**config.mk**
```make
export PLATFORM = sky130hd
export DESIGN_NAME = irq_prio_ctrl
export DESIGN_NICKNAME = d
export VERILOG_FILES = /design/src/rtl/irq_ctrl_pkg.sv /design/src/rtl/irq_bus_decode.sv /design/src/rtl/irq_state_regs.sv /design/src/rtl/irq_arbiter.sv /design/src/rtl/irq_prio_ctrl.sv
export SDC_FILE = /design/constraint.sdc
export NUM_CORES = 1
export LEC_CHECK = 0
export ABC_AREA = 1
export BUFFER_PORTS_ARGS = -buffer_cell sky130_fd_sc_hd__buf_2
export CAP_MARGIN = 15
export CORE_UTILIZATION = 25
export DETAILED_ROUTE_END_ITERATION = 10
export PLACE_DENSITY = 0.39
export SETUP_SLACK_MARGIN = 0.2
export SKIP_CTS_REPAIR_TIMING = 1
export SLEW_MARGIN = 20
export SYNTH_ARGS = -nofsm -noshare
export SYNTH_HDL_FRONTEND = slang
export SYNTH_HIERARCHICAL = 1
export SYNTH_SLANG_ARGS = --single-unit
```
**constraint.sdc**
```tcl
create_clock -name clk -period 27.9 [get_ports clk]
set_input_delay 1.395 -clock clk [delete_from_list [all_inputs] [get_ports clk]]
set_output_delay 1.395 -clock clk [all_outputs]
set_load 0.005 [all_outputs]
```
**src/rtl/irq_ctrl_pkg.sv**
```systemverilog
package irq_ctrl_pkg;

    // Word addresses of the register views (byte offset / 4).
    localparam int unsigned EN_SET_WORD   = 'h00;
    localparam int unsigned EN_CLR_WORD   = 'h20;
    localparam int unsigned PEND_SET_WORD = 'h40;
    localparam int unsigned PEND_CLR_WORD = 'h60;
    localparam int unsigned PRIO_WORD     = 'hC0;

    // Width of one byte lane inside a priority word.
    localparam int unsigned LANE_W = 8;

    typedef enum logic [2:0] {
        RGN_NONE,
        RGN_EN_SET,
        RGN_EN_CLR,
        RGN_PEND_SET,
        RGN_PEND_CLR,
        RGN_PRIO
    } rgn_e;

endpackage

```
**src/rtl/irq_bus_decode.sv**
```systemverilog
module irq_bus_decode
    import irq_ctrl_pkg::*;
#(
    parameter int ADDR_W        = 8,
    parameter int NUM_PRIO_REGS = 8,
    localparam int PIDX_W       = (NUM_PRIO_REGS > 1) ? $clog2(NUM_PRIO_REGS) : 1
) (
    input  logic [ADDR_W-1:0] addr,
    output rgn_e              region,
    output logic [PIDX_W-1:0] prio_idx
);

    logic [ADDR_W-1:0] offset;

    always_comb begin
        offset   = addr - ADDR_W'(PRIO_WORD);
        region   = RGN_NONE;
        prio_idx = '0;
        if (addr == ADDR_W'(EN_SET_WORD)) begin
            region = RGN_EN_SET;
        end else if (addr == ADDR_W'(EN_CLR_WORD)) begin
            region = RGN_EN_CLR;
        end else if (addr == ADDR_W'(PEND_SET_WORD)) begin
            region = RGN_PEND_SET;
        end else if (addr == ADDR_W'(PEND_CLR_WORD)) begin
            region = RGN_PEND_CLR;
        end else if (addr >= ADDR_W'(PRIO_WORD) &&
                     offset < ADDR_W'(NUM_PRIO_REGS)) begin
            region   = RGN_PRIO;
            prio_idx = PIDX_W'(offset);
        end
    end

endmodule

```
**src/rtl/irq_state_regs.sv**
```systemverilog
module irq_state_regs
    import irq_ctrl_pkg::*;
#(
    parameter int NUM_SRC       = 32,
    parameter int PRIO_W        = 2,
    parameter int DATA_W        = 32,
    parameter int NUM_PRIO_REGS = 8,
    localparam int PIDX_W       = (NUM_PRIO_REGS > 1) ? $clog2(NUM_PRIO_REGS) : 1,
    localparam int SRC_PER_REG  = DATA_W / LANE_W,
    localparam int PRIO_BITS    = NUM_SRC * PRIO_W
) (
    input  logic                 clk,
    input  logic                 rst_n,
    input  logic [NUM_SRC-1:0]   irq_lines,
    input  logic                 wr,
    input  rgn_e                 region,
    input  logic [PIDX_W-1:0]    prio_idx,
    input  logic [DATA_W-1:0]    wdata,
    input  logic [NUM_SRC-1:0]   ack_clr,
    output logic [NUM_SRC-1:0]   en_q,
    output logic [NUM_SRC-1:0]   pend_q,
    output logic [PRIO_BITS-1:0] prio_q,
    output logic [NUM_SRC-1:0]   en_d,
    output logic [NUM_SRC-1:0]   pend_d,
    output logic [PRIO_BITS-1:0] prio_d
);

    typedef struct packed {
        logic [NUM_SRC-1:0]   en;
        logic [NUM_SRC-1:0]   pend;
        logic [PRIO_BITS-1:0] prio;
        logic [NUM_SRC-1:0]   line;
    } state_t;

    state_t st_q, st_d;
    logic [NUM_SRC-1:0] rise_c;
    logic [NUM_SRC-1:0] set_p, clr_p, set_e, clr_e;

    always_comb begin
        st_d   = st_q;
        rise_c = irq_lines & ~st_q.line;
        set_p  = rise_c;
        clr_p  = ack_clr;
        set_e  = '0;
        clr_e  = '0;
        st_d.line = irq_lines;
        if (wr) begin
            unique case (region)
                RGN_EN_SET:   set_e = wdata[NUM_SRC-1:0];
                RGN_EN_CLR:   clr_e = wdata[NUM_SRC-1:0];
                RGN_PEND_SET: set_p = set_p | wdata[NUM_SRC-1:0];
                RGN_PEND_CLR: clr_p = clr_p | wdata[NUM_SRC-1:0];
                RGN_PRIO: begin
                    for (int k = 0; k < SRC_PER_REG; k++) begin
                        if (int'(prio_idx) * SRC_PER_REG + k < NUM_SRC) begin
                            st_d.prio[(int'(prio_idx) * SRC_PER_REG + k) * PRIO_W +: PRIO_W] =
                                wdata[k * LANE_W + LANE_W - 1 -: PRIO_W];
                        end
                    end
                end
                default: ;
            endcase
        end
        st_d.en   = (st_q.en & ~clr_e) | set_e;
        // A set in the same cycle as a clear leaves the bit set.
        st_d.pend = (st_q.pend & ~clr_p) | set_p;
    end

    always_ff @(posedge clk) begin
        if (!rst_n) st_q <= '0;
        else        st_q <= st_d;
    end

    assign en_q   = st_q.en;
    assign pend_q = st_q.pend;
    assign prio_q = st_q.prio;
    assign en_d   = st_d.en;
    assign pend_d = st_d.pend;
    assign prio_d = st_d.prio;

    assert_en_set_R2: assert property (@(posedge clk) disable iff (!rst_n)
        (wr && region == RGN_EN_SET) |=>
            ((en_q & $past(wdata[NUM_SRC-1:0])) == $past(wdata[NUM_SRC-1:0])));

    assert_en_clr_R3: assert property (@(posedge clk) disable iff (!rst_n)
        (wr && region == RGN_EN_CLR) |=>
            ((en_q & $past(wdata[NUM_SRC-1:0])) == '0));

    // Covers R8 as well: an edge wins against any clear in its cycle.
    assert_edge_pends_R7: assert property (@(posedge clk) disable iff (!rst_n)
        (rise_c != '0) |=> ((pend_q & $past(rise_c)) == $past(rise_c)));

endmodule

```
**src/rtl/irq_arbiter.sv**
```systemverilog
module irq_arbiter #(
    parameter int NUM_SRC  = 32,
    parameter int PRIO_W   = 2,
    localparam int ID_W    = $clog2(NUM_SRC)
) (
    input  logic                       clk,
    input  logic                       rst_n,
    input  logic [NUM_SRC-1:0]         elig_d,
    input  logic [NUM_SRC*PRIO_W-1:0]  prio_d,
    output logic                       req_q,
    output logic [ID_W-1:0]            req_id_q
);

    typedef struct packed {
        logic            req;
        logic [ID_W-1:0] id;
    } win_t;

    win_t win_q, win_d;
    logic [PRIO_W-1:0] best_p;

    always_comb begin
        win_d  = '0;
        best_p = '1;
        // Ascending scan with a strict compare keeps the lowest number on ties.
        for (int i = 0; i < NUM_SRC; i++) begin
            if (elig_d[i] && (!win_d.req || prio_d[i*PRIO_W +: PRIO_W] < best_p)) begin
                win_d.req = 1'b1;
                win_d.id  = ID_W'(i);
                best_p    = prio_d[i*PRIO_W +: PRIO_W];
            end
        end
    end

    always_ff @(posedge clk) begin
        if (!rst_n) win_q <= '0;
        else        win_q <= win_d;
    end

    assign req_q    = win_q.req;
    assign req_id_q = win_q.id;

    assert_idle_id_zero_R9: assert property (@(posedge clk) disable iff (!rst_n)
        !req_q |-> (req_id_q == '0));

endmodule

```
**src/rtl/irq_prio_ctrl.sv**
```systemverilog
module irq_prio_ctrl
    import irq_ctrl_pkg::*;
#(
    parameter int NUM_SRC = 32,
    parameter int PRIO_W  = 2,
    parameter int DATA_W  = 32,
    parameter int ADDR_W  = 8,
    localparam int ID_W   = $clog2(NUM_SRC)
) (
    input  logic               clk,
    input  logic               rst_n,
    input  logic [ADDR_W-1:0]  bus_addr,
    input  logic               bus_wr,
    input  logic [DATA_W-1:0]  bus_wdata,
    output logic [DATA_W-1:0]  bus_rdata,
    input  logic [NUM_SRC-1:0] irq_lines,
    input  logic               core_ack,
    output logic               core_req,
    output logic [ID_W-1:0]    core_req_id
);

    localparam int SRC_PER_REG   = DATA_W / LANE_W;
    localparam int NUM_PRIO_REGS = (NUM_SRC + SRC_PER_REG - 1) / SRC_PER_REG;
    localparam int PIDX_W        = (NUM_PRIO_REGS > 1) ? $clog2(NUM_PRIO_REGS) : 1;
    localparam int PRIO_BITS     = NUM_SRC * PRIO_W;

    rgn_e                 region;
    logic [PIDX_W-1:0]    prio_idx;
    logic [NUM_SRC-1:0]   ack_clr;
    logic [NUM_SRC-1:0]   en_q, pend_q, en_d, pend_d;
    logic [PRIO_BITS-1:0] prio_q, prio_d;

    irq_bus_decode #(
        .ADDR_W(ADDR_W), .NUM_PRIO_REGS(NUM_PRIO_REGS)
    ) u_decode (
        .addr(bus_addr), .region(region), .prio_idx(prio_idx)
    );

    // Acknowledge only acts while a request is presented.
    always_comb begin
        ack_clr = '0;
        for (int i = 0; i < NUM_SRC; i++) begin
            ack_clr[i] = core_ack && core_req && (core_req_id == ID_W'(i));
        end
    end

    irq_state_regs #(
        .NUM_SRC(NUM_SRC), .PRIO_W(PRIO_W), .DATA_W(DATA_W),
        .NUM_PRIO_REGS(NUM_PRIO_REGS)
    ) u_state (
        .clk(clk), .rst_n(rst_n), .irq_lines(irq_lines), .wr(bus_wr),
        .region(region), .prio_idx(prio_idx), .wdata(bus_wdata),
        .ack_clr(ack_clr), .en_q(en_q), .pend_q(pend_q), .prio_q(prio_q),
        .en_d(en_d), .pend_d(pend_d), .prio_d(prio_d)
    );

    irq_arbiter #(
        .NUM_SRC(NUM_SRC), .PRIO_W(PRIO_W)
    ) u_arb (
        .clk(clk), .rst_n(rst_n), .elig_d(en_d & pend_d), .prio_d(prio_d),
        .req_q(core_req), .req_id_q(core_req_id)
    );

    // Read mux: both views of a bit vector return the live state.
    always_comb begin
        bus_rdata = '0;
        unique case (region)
            RGN_EN_SET, RGN_EN_CLR:     bus_rdata[NUM_SRC-1:0] = en_q;
            RGN_PEND_SET, RGN_PEND_CLR: bus_rdata[NUM_SRC-1:0] = pend_q;
            RGN_PRIO: begin
                for (int k = 0; k < SRC_PER_REG; k++) begin
                    if (int'(prio_idx) * SRC_PER_REG + k < NUM_SRC) begin
                        bus_rdata[k * LANE_W + LANE_W - 1 -: PRIO_W] =
                            prio_q[(int'(prio_idx) * SRC_PER_REG + k) * PRIO_W +: PRIO_W];
                    end
                end
            end
            default: ;
        endcase
    end

    assert_req_eligible_R9: assert property (@(posedge clk) disable iff (!rst_n)
        core_req |-> (en_q[core_req_id] && pend_q[core_req_id]));

    assert_no_req_idle_R9: assert property (@(posedge clk) disable iff (!rst_n)
        !core_req |-> ((en_q & pend_q) == '0));

    assert_ack_clears_R11: assert property (@(posedge clk) disable iff (!rst_n)
        (core_ack && core_req && !irq_lines[core_req_id] &&
         !(bus_wr && region == RGN_PEND_SET)) |=> !pend_q[$past(core_req_id)]);

    assert_unmapped_zero_R6: assert property (@(posedge clk) disable iff (!rst_n)
        (region == RGN_NONE) |-> (bus_rdata == '0));

endmodule

```
==> results.cfg, run 1 <==
[timing]
finalCritPeriodShare_pct = 66.73
grt_setup_unrepaired = false
worst_slew_pin_slew_ps = 1009
min_period_ps = 18620
timing.setup.tns_ps = 0
setup_viol = 0
max_freq_mhz = 53.71
report.final.slew_viol_count = 0
final-hold-violation-count = 0
max-slew-margin-rel_pct = 32.71
worst_clock_skew_ps = 11.62
fin_ws_ps = 9281

[synth]
yosysTopAreaCellShare_pct = 24.68
synth_simple_gate_area_share_pct = 39.41
dominant_cell_type_by_area_after_synthesis = sky130_fd_sc_hd__dfxtp_1
ys_seq_elements = 166
synth.cell_area_sq_um = 13470
multiplexer_share_of_the_synthesized_area_pct = 0
synth_flop_cell = sky130_fd_sc_hd__dfxtp_1
synth.net_count = 2512
yosys.area_share.xor_xnor_pct = 0
yosys.area_share.adder_pct = 0.8363
async_flop_share_pct = 0
syn-instance-count = 2427
synthesis.area_per_instance_sq_um = 5.548
yosysWarnings = 6
synth_top_cells_by_area = sky130_fd_sc_hd__dfxtp_1 25%, sky130_fd_sc_hd__nand2_1 19%, sky130_fd_sc_hd__inv_1 15%
synth-compound-area-share_pct = 10.34
ys_seq_area_share_pct = 24.68
number_of_synthesized_flops_with_an_enable_pin = 0
combinational_family_with_the_most_area_after_synthesis = simple AND/OR/NAND/NOR gates
synth.lib_cells_used.distinct = 40

[worst_setup_path]
cp.arrival_ps = 19000
worst_r2r_startpoint = u_arb/req_id_q[4]
maximum_net_fanout_on_the_critical_path = 54
critPathKind = primary input to register
critical-path-slowest-cell = sky130_fd_sc_hd__buf_4
worstPathRequired_ps = 28280
critical_path.most_common_cell = sky130_fd_sc_hd__nand2_1
critical-path-max-stage-delay_ps = 550
cp-start-kind = primary input
critical_path.startpoint = bus_addr[4]
reg2reg_slack_ps = 11040
crit_path_end_kind = register
rr_endpoint = u_arb/req_id_q[1]
rr_worst_depth = 190

[cts]
cts-root-buf = sky130_fd_sc_hd__clkbuf_16
tritoncts_clock_tree = done
clkTransAtPathRegs_ps = 70
clock_tree.htree_level_count = 4
clock_path_buffers = 2
numCtsBuffers = 17
clock_insertion_delay_worst_skew_ps = 460
numClockSinks = 166

[floorplanning]
number_of_top_level_pins = 114
coreArea_sq_um = 52870
initial_utilization_pct = 25.47
design.die.area_sq_um = 54790
die_width_um = 234.1
fp-row-count = 84
dieHeight_um = 234.1

[route]
per_cell_routed_wire_length_um = 15.86
residual_drc = 1
route.vias.total = 13480
detail_route.iter0.violations = 807
finalWirelength_um = 48800
avgViaCountPerCell = 4.382
drt_pass1_iterations = 9
number_of_nets_still_failing_antenna_checks_after_routing = 0

[status]
status = finished with violations
violations = DRC

[finish]
antenna_cells_inserted = 0
final_net_count = 2461
area_growth_syn_to_layout_pct = 6.067
drive_gt1_share_pct = 10.55

[worst_hold_path]
hold_path_class = register to register
min_delay_endpoint = u_state/prio_q[38]
min_from = u_state/prio_q[38]
min_path_cells = 2

[power_and_ir_drop]
worst_ir_drop_on_vdd_mv = 0.04253
power_density_nw_per_um2 = 41.93
leakagePower_nw = 8.335

[global_routing]
gr-total-overflow = 0
grt_pass1_wl_um = 75150
grt_util_all_layers_pct = 18.27
maximum_number_of_pins_on_one_net_before_global_route_repair = 81
grt_pass1_vias = 12930
antenna_found_initial = 0

[placed_design]
detailedPlace.worstSlack_ps = 9070
gp_congestion = 0.8753
hpwl_um = 37760
port-buffer-count = 113

[run]
drv.max_cap_violation_count = 0
Yosys cell counts (2+ instances only):
| library cell | instances |
|---|---|
| sky130_fd_sc_hd__a21oi_1 | 125 |
| sky130_fd_sc_hd__clkbuf_2 | 6 |
| sky130_fd_sc_hd__dfxtp_1 | 166 |
| sky130_fd_sc_hd__nor3_1 | 3 |
| sky130_fd_sc_hd__inv_1 | 523 |
| sky130_fd_sc_hd__o21ai_0 | 109 |
| sky130_fd_sc_hd__a31oi_1 | 3 |
| sky130_fd_sc_hd__nand2_2 | 61 |
| sky130_fd_sc_hd__nand2_1 | 674 |
| sky130_fd_sc_hd__buf_2 | 20 |
| sky130_fd_sc_hd__nor3_4 | 2 |
| sky130_fd_sc_hd__nor2_4 | 3 |
| sky130_fd_sc_hd__clkbuf_1 | 21 |
| sky130_fd_sc_hd__nand2_4 | 2 |
| sky130_fd_sc_hd__inv_2 | 10 |
| sky130_fd_sc_hd__o21ai_1 | 29 |
| sky130_fd_sc_hd__buf_4 | 144 |
| sky130_fd_sc_hd__a21oi_2 | 2 |
| sky130_fd_sc_hd__nor2_2 | 5 |
| sky130_fd_sc_hd__buf_6 | 2 |
| sky130_fd_sc_hd__nand3_1 | 237 |
| sky130_fd_sc_hd__nand4_1 | 4 |
| sky130_fd_sc_hd__a41oi_1 | 2 |
| sky130_fd_sc_hd__ha_1 | 9 |
| sky130_fd_sc_hd__nor4_1 | 2 |
| sky130_fd_sc_hd__nor2_1 | 247 |
| sky130_fd_sc_hd__or2_2 | 3 |
metrics by stage:
stage | hold slack [ps] | util (%) | instance area [sq um] | std cells | power (mW)
after floorplan | 461.8 | - | 13470 | 2427 | 0.3218
after global placement | 483.9 | 25.85 | 13670 | 3045 | 0.3461
after detailed placement | 481.7 | 25.85 | 13670 | 3045 | 0.3459
after CTS | 493.0 | 27.02 | 14280 | 3077 | 0.6069
after global routing | 516.2 | 27.02 | 14280 | 3077 | 0.6326
final | 494.9 | 27.02 | 14280 | 3077 | 0.5988
where the power goes:
part	internal, mW	switching (mW)
clock network	0.145	0.113
registers	0.244	0.00380
logic	0.0295	0.0627
total	0.419	0.180
per-layer routing:
metal	global-route usage, %	wire [um]	up-vias
met3	2.322	1580	53
met2	30.80	22720	261
li1	-	-	7056
met4	5.885	1207	0
met1	23.95	23290	6112
met5	0	0	-
worst max-delay path, delay by kind of cell:
| family | cells | cell delay [ps] |
|---|---|---|
| fa+ha+maj | 4 | 1170 |
| compound gates | 4 | 690 |
| simple gates | 186 | 14580 |
| buf+inv | 5 | 1080 |
final cells by class:
class / instances / area [sq um]
fillers: 6125 / 38580
multi-input cells: 1532 / 6822
flip-flops and latches: 166 / 3323
inverters: 535 / 2013
well taps: 688 / 860.8
repair buffers: 124 / 648.1
clock buffers: 20 / 446.7
clock inverters: 12 / 168.9
kinds of logic after synthesis:
| kind of cell | Yosys count |
|---|---|
| fa+ha+maj | 9 |
| buf+inv | 729 |
| simple gates | 1250 |
| compound gates | 273 |
| flops | 166 |
how the worst max path moves through the flow:
stage / to / slack, ps
floorplan: u_arb/req_id_q[3] / 11750
global placement: u_arb/req_id_q[0] / 9550
detailed placement: u_arb/req_id_q[1] / 9070
CTS: u_arb/req_id_q[1] / 9480
global route: u_arb/req_id_q[1] / 6440
finish: u_arb/req_id_q[1] / 9280
registers in the layout, summed over array words and instances, names as in the netlist:
register / flops
u_arb/req_id_q: 5
u_state/pend_q: 32
u_arb/req_q: 1
u_state/st_q: 32
u_state/prio_q: 64
u_state/en_q: 32
cell usage in the layout (no fill, tap or decap), types with 10 or more instances in the layout:
master,Yosys,layout
sky130_fd_sc_hd__buf_2,20,113
sky130_fd_sc_hd__a21oi_1,125,125
sky130_fd_sc_hd__o21ai_0,109,109
sky130_fd_sc_hd__o21ai_1,29,29
sky130_fd_sc_hd__nor2_1,247,245
sky130_fd_sc_hd__nand2_1,674,674
sky130_fd_sc_hd__clkbuf_16,0,17
sky130_fd_sc_hd__nand3_1,237,237
sky130_fd_sc_hd__dfxtp_1,166,166
sky130_fd_sc_hd__buf_4,144,11
sky130_fd_sc_hd__inv_2,10,10
sky130_fd_sc_hd__inv_1,523,522
sky130_fd_sc_hd__nand2_2,61,61
(Power assumes the default switching activity.)
==> inputs of run 2 (changes only) <==
==> constraint.sdc (replaced) <==
create_clock -name clk -period 17.14 [get_ports clk]
set_input_delay 0.857 -clock clk [delete_from_list [all_inputs] [get_ports clk]]
set_output_delay 0.857 -clock clk [all_outputs]
set_load 0.005 [all_outputs]
==> run 2 against run 1 <==
Against the previous run:
- the run still ends with DRC left
- cell area rose by 8.3%
- sequential share of layout area fell by 1.8 points
- clock power rose by 54%
- worst setup slack got worse by 9000 ps
- core utilization rose by 2.2 points
- die area did not move
- critical endpoint is now u_arb/req_id_q[3]
==> results.cfg, run 2 (synthesized netlist as in run 1, its figures left out) <==
[route]
finalWirelength_um = 50850
number_of_nets_still_failing_antenna_checks_after_routing = 0
avgViaCountPerCell = 4.421
detail_route.wirelength.met1_um = 23760
per_cell_routed_wire_length_um = 16.14
drt_pass1_iterations = 11
residual_drc = 1
highest_layer = met4
met2_length_um = 24460
detail_route.iter0.violations = 841
route.vias.total = 13930
met3_length_um = 1601

[worst_setup_path]
critical_path.most_common_cell = sky130_fd_sc_hd__nand2_2
reg2reg_slack_ps = 700
cp-start-kind = primary input
critical-path-max-stage-delay_ps = 280
critPathKind = primary input to register
maximum_net_fanout_on_the_critical_path = 6
worstPathRequired_ps = 17550
rr_worst_depth = 190
worst_r2r_startpoint = u_arb/req_id_q[0]
endpoint = u_arb/req_id_q[3]
cp.arrival_ps = 17280
crit_path_end_kind = register
rr_endpoint = u_arb/req_id_q[3]
critical-path-slowest-cell = sky130_fd_sc_hd__ha_1
critical_path.startpoint = bus_addr[5]

[timing]
worst_clock_skew_ps = 14.23
min_period_ps = 16870
minimum_hold_slack_ps = 493.0
final-hold-violation-count = 0
report.final.slew_viol_count = 0
worst_slew_pin_slew_ps = 1014
timing.setup.tns_ps = 0
setup_viol = 0
grt_setup_unrepaired = true
fin_ws_ps = 267.2
finalCritPeriodShare_pct = 98.44
max-slew-margin-rel_pct = 32.39
max_freq_mhz = 59.27

[worst_hold_path]
min_path_cells = 2
hold_path_class = register to register

[finish]
area_growth_syn_to_layout_pct = 14.89
postLayoutCoreUtil_pct = 29.26
most-common-layout-cells = 593 x sky130_fd_sc_hd__nand2_1, 515 x sky130_fd_sc_hd__inv_1, 227 x sky130_fd_sc_hd__nor2_1
most_common_library_cell_in_the_layout_ignoring_fill_and_taps = sky130_fd_sc_hd__nand2_1
antenna_cells_inserted = 0
drive_gt1_share_pct = 18.77
largest_reg_flops = 64
design_area_sq_um = 15470
final_net_count = 2534
final.fill_count = 6035

[global_routing]
gr-total-overflow = 0
maximum_number_of_pins_on_one_net_before_global_route_repair = 82
antenna_found_initial = 0
grt_pass1_wl_um = 74530
grt_pass1_vias = 12730
grt_util_all_layers_pct = 18.31

[cts]
cts-root-buf = sky130_fd_sc_hd__clkbuf_16
clock_insertion_delay_worst_skew_ps = 490
numClockSinks = 166
numCtsBuffers = 17
clock_tree.htree_level_count = 4
clock_path_buffers = 2
tritoncts_clock_tree = done
clkTransAtPathRegs_ps = 70

[floorplanning]
fp-row-count = 84
coreArea_sq_um = 52870
design.die.area_sq_um = 54790
number_of_top_level_pins = 114
initial_utilization_pct = 25.47
dieHeight_um = 234.1
die_width_um = 234.1

[run]
drv.max_cap_violation_count = 0

[placed_design]
hpwl_um = 37900
port-buffer-count = 113
placedInstanceArea_sq_um = 13730
gp_congestion = 0.8944
detailedPlace.worstSlack_ps = -434.9

[power_and_ir_drop]
power_density_nw_per_um2 = 63.92
worst_ir_drop_on_vdd_mv = 0.07007
leakagePower_nw = 8.768

[status]
violations = DRC
status = finished with violations
run 2: changes by cell type in the layout (fill, tap and decap cells not counted), moves of 18 or more:
cell	previous run	this run
sky130_fd_sc_hd__nand3_1	237	218
sky130_fd_sc_hd__nand2_2	61	104
sky130_fd_sc_hd__buf_4	11	79
sky130_fd_sc_hd__nand2_4	2	40
sky130_fd_sc_hd__nor2_1	245	227
sky130_fd_sc_hd__nand3_2	1	20
sky130_fd_sc_hd__nand2_1	674	593
run 2: worst max-delay path, delay by kind of cell:
| kind | cells | cell delay (ps) |
|---|---|---|
| and+or+nand+nor | 185 | 14570 |
| AOI/OAI and AO/OA | 4 | 470 |
| buffers and inverters | 5 | 410 |
| adders and majority gates | 4 | 900 |
run 2: routing by layer:
layer  global-route usage, %  vias to the layer above
met5                       0                        -
met4                   5.499                        0
met3                   2.614                       45
li1                        -                     7213
met2                   31.09                      272
met1                   23.79                     6396
run 2: cell type report:
class | instances | area [sq um] | share of cell area, %
sequential | 166 | 3323 | 21.48
timing repair buffer | 197 | 1231 | 7.959
clock buffer | 20 | 456.7 | 2.952
clock inverter | 12 | 117.6 | 0.7603
tap | 688 | 860.8 | 5.565
multi-input combinational | 1532 | 7467 | 48.27
inverter | 535 | 2013 | 13.01
run 2: power by group:
group	internal, mW	switching, mW	leakage, nW	total, mW
registers	0.397	0.00637	1.36	0.404
logic	0.0691	0.116	7.13	0.185
clock network	0.210	0.190	0.282	0.400
run 2: worst min path at each step:
stage / from / end / slack [ps]
2_1_floorplan: u_state/prio_q[34] / u_state/prio_q[34] / 460
3_3_place_gp: u_state/prio_q[35] / u_state/prio_q[35] / 480
3_5_place_dp: u_state/prio_q[38] / u_state/prio_q[38] / 480
4_1_cts: u_state/prio_q[38] / u_state/prio_q[38] / 500
5_1_grt: u_state/prio_q[34] / u_state/prio_q[34] / 520
6_report: u_state/prio_q[38] / u_state/prio_q[38] / 490
run 2: metrics by stage:
stage	cells	total power, mW
floorplan	2427	0.5238
global placement	3053	0.5641
detailed placement	3053	0.5637
CTS	3085	0.9698
global route	3150	1.042
finish	3150	0.9888
